==> config.mk <==
export PLATFORM = sky130hd
export DESIGN_NAME = ser_reg_port
export DESIGN_NICKNAME = d
export VERILOG_FILES = /design/src/rtl/ser_reg_pkg.sv /design/src/rtl/srp_edge.sv /design/src/rtl/srp_frame.sv /design/src/rtl/srp_bank.sv /design/src/rtl/ser_reg_port.sv
export SDC_FILE = /design/constraint.sdc
export NUM_CORES = 1
export LEC_CHECK = 0
export BUFFER_PORTS_ARGS = -buffer_cell sky130_fd_sc_hd__buf_2
export CAP_MARGIN = 20
export CORE_MARGIN = 5
export CORE_UTILIZATION = 50
export DETAILED_ROUTE_END_ITERATION = 12
export HOLD_SLACK_MARGIN = 0.12
export MAX_ROUTING_LAYER = met4
export PLACE_DENSITY = 0.68
export SYNTH_ARGS = -nofsm -noshare
export SYNTH_HDL_FRONTEND = slang
export SYNTH_SLANG_ARGS = --single-unit
==> constraint.sdc <==
create_clock -name clk_i -period 3.35 [get_ports clk_i]
set_clock_uncertainty 0.1 [all_clocks]
set_input_delay 0.335 -clock clk_i [delete_from_list [all_inputs] [get_ports clk_i]]
set_output_delay 0.335 -clock clk_i [all_outputs]
set_load 0.02 [all_outputs]
==> src/rtl/ser_reg_pkg.sv <==
package ser_reg_pkg;
  localparam int NREG = 5;
  localparam int AW   = 3;
  localparam int W0   = 11;
  localparam int W1   = 10;
  localparam int W2   = 8;
  localparam int W3   = 10;
  localparam int W4   = 6;
  localparam int MAXW = 11;
  localparam int CW   = $clog2(MAXW + 1);
  localparam int BCW  = 6;
  localparam logic [MAXW-1:0] RST0 = MAXW'(4);

  function automatic int unsigned reg_width(input logic [AW-1:0] a);
    case (a)
      3'd0:    return W0;
      3'd1:    return W1;
      3'd2:    return W2;
      3'd3:    return W3;
      3'd4:    return W4;
      default: return 0;
    endcase
  endfunction

  function automatic logic [MAXW-1:0] reg_reset(input int idx);
    return (idx == 0) ? RST0 : '0;
  endfunction
endpackage

==> src/rtl/srp_edge.sv <==
module srp_edge (
  input  logic clk_i,
  input  logic rst_ni,
  input  logic sclk_i,
  input  logic load_ni,
  output logic sclk_rise_o,
  output logic sclk_fall_o,
  output logic load_rise_o
);
  logic sclk_q, load_q;

  always_ff @(posedge clk_i or negedge rst_ni) begin
    if (!rst_ni) begin
      sclk_q <= 1'b0;
      load_q <= 1'b1;
    end else begin
      sclk_q <= sclk_i;
      load_q <= load_ni;
    end
  end

  assign sclk_rise_o = sclk_i & ~sclk_q & ~load_ni;
  assign sclk_fall_o = ~sclk_i & sclk_q & ~load_ni;
  assign load_rise_o = load_ni & ~load_q;

  assert_edges_gated_R11: assert property (@(posedge clk_i) disable iff (!rst_ni)
    load_ni |-> !(sclk_rise_o || sclk_fall_o));
endmodule

==> src/rtl/srp_frame.sv <==
module srp_frame
  import ser_reg_pkg::*;
(
  input  logic            clk_i,
  input  logic            rst_ni,
  input  logic            rise_i,
  input  logic            fall_i,
  input  logic            idle_i,
  input  logic            sdi_i,
  input  logic [MAXW-1:0] rd_word_i,
  output logic            wr_en_o,
  output logic [AW-1:0]   wr_addr_o,
  output logic [MAXW-1:0] wr_data_o,
  output logic [AW-1:0]   rd_addr_o,
  output logic            sdo_o,
  output logic            oe_o
);
  logic [BCW-1:0]  bit_cnt_q;
  logic            rnw_q, tst_q, done_q;
  logic [AW-1:0]   addr_q, cur_q;
  logic [CW-1:0]   dcnt_q;
  logic [MAXW-1:0] shreg_q;
  logic            wr_q;
  logic [AW-1:0]   wr_addr_q;
  logic [MAXW-1:0] wr_data_q;
  logic            sdo_q, oe_q;

  logic            hdr_done, load_ok, last_bit;
  logic [CW-1:0]   cur_w_m1;
  logic [MAXW-1:0] nxt_word, rd_shift;
  logic [BCW-1:0]  rd_idx;

  assign hdr_done = bit_cnt_q >= BCW'(AW + 2);
  assign load_ok  = hdr_done & ~rnw_q & ~tst_q & ~done_q & (cur_q < AW'(NREG));
  assign cur_w_m1 = CW'(reg_width(cur_q) - 1);
  assign last_bit = dcnt_q == cur_w_m1;
  assign nxt_word = shreg_q | (MAXW'(sdi_i) << dcnt_q);
  assign rd_idx   = bit_cnt_q - BCW'(AW + 2);
  assign rd_shift = rd_word_i >> rd_idx;

  always_ff @(posedge clk_i or negedge rst_ni) begin
    if (!rst_ni) begin
      bit_cnt_q <= '0; rnw_q <= 1'b0; tst_q <= 1'b0; done_q <= 1'b0;
      addr_q <= '0; cur_q <= '0; dcnt_q <= '0; shreg_q <= '0;
      wr_q <= 1'b0; wr_addr_q <= '0; wr_data_q <= '0;
      sdo_q <= 1'b0; oe_q <= 1'b0;
    end else begin
      wr_q <= 1'b0;
      if (idle_i) begin
        bit_cnt_q <= '0; rnw_q <= 1'b0; tst_q <= 1'b0; done_q <= 1'b0;
        addr_q <= '0; cur_q <= '0; dcnt_q <= '0; shreg_q <= '0;
        sdo_q <= 1'b0; oe_q <= 1'b0;
      end else begin
        if (rise_i) begin
          if (bit_cnt_q != '1) bit_cnt_q <= bit_cnt_q + 1'b1;
          if (bit_cnt_q == BCW'(0)) begin
            rnw_q <= sdi_i;
          end else if (bit_cnt_q == BCW'(1)) begin
            tst_q <= sdi_i;
          end else if (!hdr_done) begin
            // address arrives LSB first: shift in at the top
            addr_q <= {sdi_i, addr_q[AW-1:1]};
            cur_q  <= {sdi_i, addr_q[AW-1:1]};
          end else if (load_ok) begin
            if (last_bit) begin
              wr_q      <= 1'b1;
              wr_addr_q <= cur_q;
              wr_data_q <= nxt_word;
              shreg_q   <= '0;
              dcnt_q    <= '0;
              if (cur_q == AW'(NREG - 1)) done_q <= 1'b1;
              else                        cur_q  <= cur_q + 1'b1;
            end else begin
              shreg_q <= nxt_word;
              dcnt_q  <= dcnt_q + 1'b1;
            end
          end
        end
        if (fall_i && hdr_done && rnw_q && !tst_q) begin
          oe_q  <= 1'b1;
          sdo_q <= rd_shift[0];
        end
      end
    end
  end

  assign wr_en_o   = wr_q;
  assign wr_addr_o = wr_addr_q;
  assign wr_data_o = wr_data_q;
  assign rd_addr_o = addr_q;
  assign sdo_o     = sdo_q;
  assign oe_o      = oe_q;

  assert_write_needs_write_frame_R8: assert property (@(posedge clk_i) disable iff (!rst_ni)
    wr_q |-> (!tst_q && !rnw_q));
  assert_write_addr_implemented_R7: assert property (@(posedge clk_i) disable iff (!rst_ni)
    wr_q |-> (wr_addr_q < AW'(NREG)));
  assert_oe_only_read_R10: assert property (@(posedge clk_i) disable iff (!rst_ni)
    oe_q |-> (rnw_q && !tst_q));
  assert_oe_released_R10: assert property (@(posedge clk_i) disable iff (!rst_ni)
    (idle_i && $past(idle_i)) |-> !oe_q);
  assert_dcnt_in_range_R3: assert property (@(posedge clk_i) disable iff (!rst_ni)
    dcnt_q < CW'(MAXW));
endmodule

==> src/rtl/srp_bank.sv <==
module srp_bank
  import ser_reg_pkg::*;
(
  input  logic                      clk_i,
  input  logic                      rst_ni,
  input  logic                      wr_en_i,
  input  logic [AW-1:0]             wr_addr_i,
  input  logic [MAXW-1:0]           wr_data_i,
  input  logic                      commit_i,
  input  logic                      idle_i,
  input  logic [AW-1:0]             rd_addr_i,
  output logic [NREG-1:0][MAXW-1:0] act_o,
  output logic [MAXW-1:0]           rd_word_o
);
  for (genvar g = 0; g < NREG; g++) begin : g_reg
    localparam int W = reg_width(AW'(g));
    localparam logic [MAXW-1:0] RV = reg_reset(g);
    logic [W-1:0] shadow_q, act_q;
    logic         pend_q;

    always_ff @(posedge clk_i or negedge rst_ni) begin
      if (!rst_ni) begin
        shadow_q <= RV[W-1:0];
        act_q    <= RV[W-1:0];
        pend_q   <= 1'b0;
      end else begin
        if (wr_en_i && wr_addr_i == AW'(g)) begin
          shadow_q <= wr_data_i[W-1:0];
          pend_q   <= 1'b1;
        end else if (idle_i) begin
          pend_q <= 1'b0;
        end
        if (commit_i && pend_q) act_q <= shadow_q;
      end
    end

    assign act_o[g] = MAXW'(act_q);
  end

  always_comb begin
    rd_word_o = '0;
    for (int i = 0; i < NREG; i++)
      if (rd_addr_i == AW'(i)) rd_word_o = act_o[i];
  end

  assert_active_hold_R4: assert property (@(posedge clk_i) disable iff (!rst_ni)
    !commit_i |=> $stable(act_o));
endmodule

==> src/rtl/ser_reg_port.sv <==
module ser_reg_port
  import ser_reg_pkg::*;
(
  input  logic          clk_i,
  input  logic          rst_ni,
  input  logic          sclk_i,
  input  logic          load_ni,
  input  logic          sdio_i,
  output logic          sdio_o,
  output logic          sdio_oe_o,
  output logic [W0-1:0] cfg0_o,
  output logic [W1-1:0] cfg1_o,
  output logic [W2-1:0] cfg2_o,
  output logic [W3-1:0] cfg3_o,
  output logic [W4-1:0] cfg4_o
);
  logic                      rise, fall, commit;
  logic                      wr_en;
  logic [AW-1:0]             wr_addr, rd_addr;
  logic [MAXW-1:0]           wr_data, rd_word;
  logic [NREG-1:0][MAXW-1:0] act;

  srp_edge u_edge (
    .clk_i, .rst_ni, .sclk_i, .load_ni,
    .sclk_rise_o(rise), .sclk_fall_o(fall), .load_rise_o(commit)
  );

  srp_frame u_frame (
    .clk_i, .rst_ni,
    .rise_i(rise), .fall_i(fall), .idle_i(load_ni), .sdi_i(sdio_i),
    .rd_word_i(rd_word),
    .wr_en_o(wr_en), .wr_addr_o(wr_addr), .wr_data_o(wr_data),
    .rd_addr_o(rd_addr), .sdo_o(sdio_o), .oe_o(sdio_oe_o)
  );

  srp_bank u_bank (
    .clk_i, .rst_ni,
    .wr_en_i(wr_en), .wr_addr_i(wr_addr), .wr_data_i(wr_data),
    .commit_i(commit), .idle_i(load_ni), .rd_addr_i(rd_addr),
    .act_o(act), .rd_word_o(rd_word)
  );

  assign cfg0_o = act[0][W0-1:0];
  assign cfg1_o = act[1][W1-1:0];
  assign cfg2_o = act[2][W2-1:0];
  assign cfg3_o = act[3][W3-1:0];
  assign cfg4_o = act[4][W4-1:0];

  assert_oe_low_when_idle_R1: assert property (@(posedge clk_i) disable iff (!rst_ni)
    (load_ni && $past(load_ni)) |-> !sdio_oe_o);
endmodule

==> flow_metrics.tcl <==
set metrics [dict create \
    outcome "finished, final reports clean" \
    synth.net_count 580 \
    die_w_microns 125 \
    die_y_microns 125 \
    syn_inst 565 \
    synthTopCellsByCount "dfrtp_1 (141), mux2_2 (90), nor2_1 (39)" \
    syn-cell-area_sq_mm 0.00666 \
    grt_pass1_vias 4673 \
    initial_core_util_pct 50.7 \
    hold_violations 0 \
    synthFlopType "dfrtp_1" \
    cts.sinks 144 \
    crit_fanout 15 \
    antenna_found_initial 0 \
    path_clk_slew_ps 70 \
    path_class "register to register" \
    final_cells 807 \
    end_kind "register" \
    nets 632 \
    finalCritPeriodShare_pct 90.1 \
    cts-resized-gates 0 \
    avgSynthCellArea_sq_um 11.8 \
    core.rowCount 42 \
    final_core_utilization_pct 58.7 \
    drt_iter0_drc 346 \
    wirelength_microns 15500 \
    final_area_sq_mm 0.00771 \
    clock_tree.root_cell "clkbuf_16" \
    yosys.area.top_type_share_pct 53.0 \
    setup-violations-final 0 \
    p_leak_nw 3.92 \
    grt_start_max_net_pins 87 \
    use_met1_pct 26.8 \
    ir_drop_v 0.000328 \
    slew_viol_final 0 \
    grt_util_met3_pct 4.05 \
    met2_usage_pct 34.9 \
    synth_mux_area_share_pct 19.2 \
    remaining_drc_errors 0 \
    hp-class "input port to register" \
    ant_nets 0 \
    dpl_cell_area_sq_mm 0.00708 \
    cts_made_buffers 17 \
    synthMostInstantiatedCell "dfrtp_1" \
    viasPerCell 5.74 \
    cp.arrival_ps 3230 \
    synth_area_leaders "dfrtp_1 (53%), mux2_2 (15%), mux2i_1 (3.3%)" \
    dp_hpwl_microns 10800 \
    ys_seq_elements 144 \
    cts.path.max_buffers 2 \
    yosysWarnings 0 \
    synth-simple-area-share_pct 10.4 \
    drt-wirelength-per-cell_microns 19.3 \
    synth_xor_area_share_pct 1.32 \
    crit_path_start "u_frame.cur_q[0]$_DFFE_PN0P_" \
    firstDrtPassIters 5 \
    rsz0062_at_grt "false" \
    htreeDepth 4 \
    synth-edff-count 0 \
    synth_top_area_cell "dfrtp_1" \
    hold_start "load_ni" \
    cap_violations 0 \
    grt_overflow 0 \
    synth-compound-area-share_pct 9.41 \
    busiest_layer "met2" \
    track_usage_pct 21.4 \
    die_area_sq_mm 0.0157 \
    yosysSeqAreaShare_pct 54.2 \
    r2r_start "u_frame.cur_q[0]$_DFFE_PN0P_" \
    period_minus_slack_ps 3020 \
    globalplace.congestion 0.848 \
    synth-adder-area-share_pct 1.88 \
    tritoncts "built" \
    power.total_mw 3.78 \
    core_area_sq_mm 0.0131 \
    syn2layout_area_growth_pct 15.7 \
    placedCellCount 772 \
    grt_pass1_wl_microns 25600 \
    ios 52 \
    synth.distinct_cells 57 \
    synth_top_family_by_area "multiplexers" \
    drive_above_1_share_pct 30.8 \
    max_slew_margin_pct 28.9 \
    cp.required_ps 3560 \
    tns_ps 0 \
    port_buffers 51 \
    num_vias 4634 \
    synthArstFlopShare_pct 100 \
    worstMarginPinSlew_ps 1070 \
    critPathLaunchType "register" \
    clock.fmax_ghz 0.331 \
    clock_latency_ps 420 \
    powerDensity_mw_per_mm2 491 \
]
-- layout by cell type, fill, tap and decap left out, types with 6 or more instances in the layout --
master and n:
a21o_1 7, a21oi_1 28, a31oi_1 12, buf_2 50, buf_4 7, clkbuf_16 17
dfrtp_1 141, ha_1 10, inv_1 28, mux2_2 90, mux2i_1 22, nand2_1 33
nand3_1 8, nand4_1 6, nor2_1 39, nor2b_1 8, nor3_1 9, o21ai_0 19
xor2_1 6
-- final cells by class --
cell class	instances	area (sq um)
multi-input combinational	365	2820
clock inverter	13	151
timing repair buffer	61	354
clock buffer	19	453
antenna	1	2.50
sequential	144	3610
fill	1093	5430
inverter	28	105
tap	176	220
-- cell families after synthesis --
family / count (synthesis)
AO/OA/AOI/OAI: 96
XOR/XNOR: 10
adder cells (fa/ha/maj): 10
buffers and inverters: 56
flip-flops: 144
multiplexers: 114
AND/OR/NAND/NOR: 135
-- flip-flops by register name, summed over array words and instances (netlist names) --
signal and cells:
u_frame.oe_o 1, u_frame.dcnt_q 4, u_bank.g.shadow_q 45, u_frame.wr_data_o 11, u_frame.tst_q 1, u_frame.wr_addr_o 3, u_edge.sclk_q 1, u_frame.shreg_q 11
u_frame.wr_en_o 1, u_frame.rd_addr_o 3, u_frame.bit_cnt_q 6, u_frame.rnw_q 1, u_frame.cur_q 3, u_frame.sdo_o 1, u_edge.load_q 1, u_bank.g.pend_q 5
u_frame.done_q 1, u_bank.g.act_q 45
-- path summary, 6_finish.rpt --
path,end,cells after the start,slack (ps)
worst max-delay path,u_frame.wr_addr_o[2]$_DFFE_PN0P_,7,330
worst min-delay path,u_edge.load_q$_DFF_PN1_,2,170
worst max register to register,u_frame.wr_addr_o[2]$_DFFE_PN0P_,7,330
worst min register to register,u_bank.g_reg[3].shadow_q[2]$_DFFE_PN0P_,2,370
max in group asynchronous,u_edge.load_q$_DFF_PN1_,3,1850
min in group asynchronous,u_frame.bit_cnt_q[4]$_DFFE_PN0P_,2,460
-- through the flow --
| stage | hold slack [ps] | setup slack, ps |
|---|---|---|
| 4_1_cts | 162 | 351 |
| 6_report | 174 | 331 |
| 2_1_floorplan | -60.6 | 928 |
| 5_1_grt | 181 | 43.1 |
| 3_3_place_gp | 354 | 549 |
| 3_5_place_dp | 360 | 371 |
-- worst max-delay path, stage by stage, from the launching register on --
cell and delay [ps]:
dfrtp_1 490, inv_1 110, ha_1 310, a2111oi_0 520, o21ai_1 200, nor3_2 480
nand3_4 340, mux2_2 360
-- where the power goes --
part           internal (mW)  switching [mW]  total, mW
Sequential              1.74         0.00526       1.75
Combinational         0.0338          0.0883      0.122
Clock                   1.15           0.761       1.91
Total                   2.93           0.855       3.78
-- timing repair --
action                                 4_1_cts  5_1_grt
hold buffers                                 2        0
buffers inserted                             0        0
endpoints found under the hold margin       84        0
-- metal layers --
layer / up-vias / share of wire, % / wire, microns
li1: 2132 / - / -
met1: 2348 / 43 / 6640
met2: 123 / 50 / 7810
met3: 31 / 5.0 / 781
met4: 0 / 2.0 / 312
met5: - / 0 / 0
Note: power is estimated with default switching activity, not from simulation.
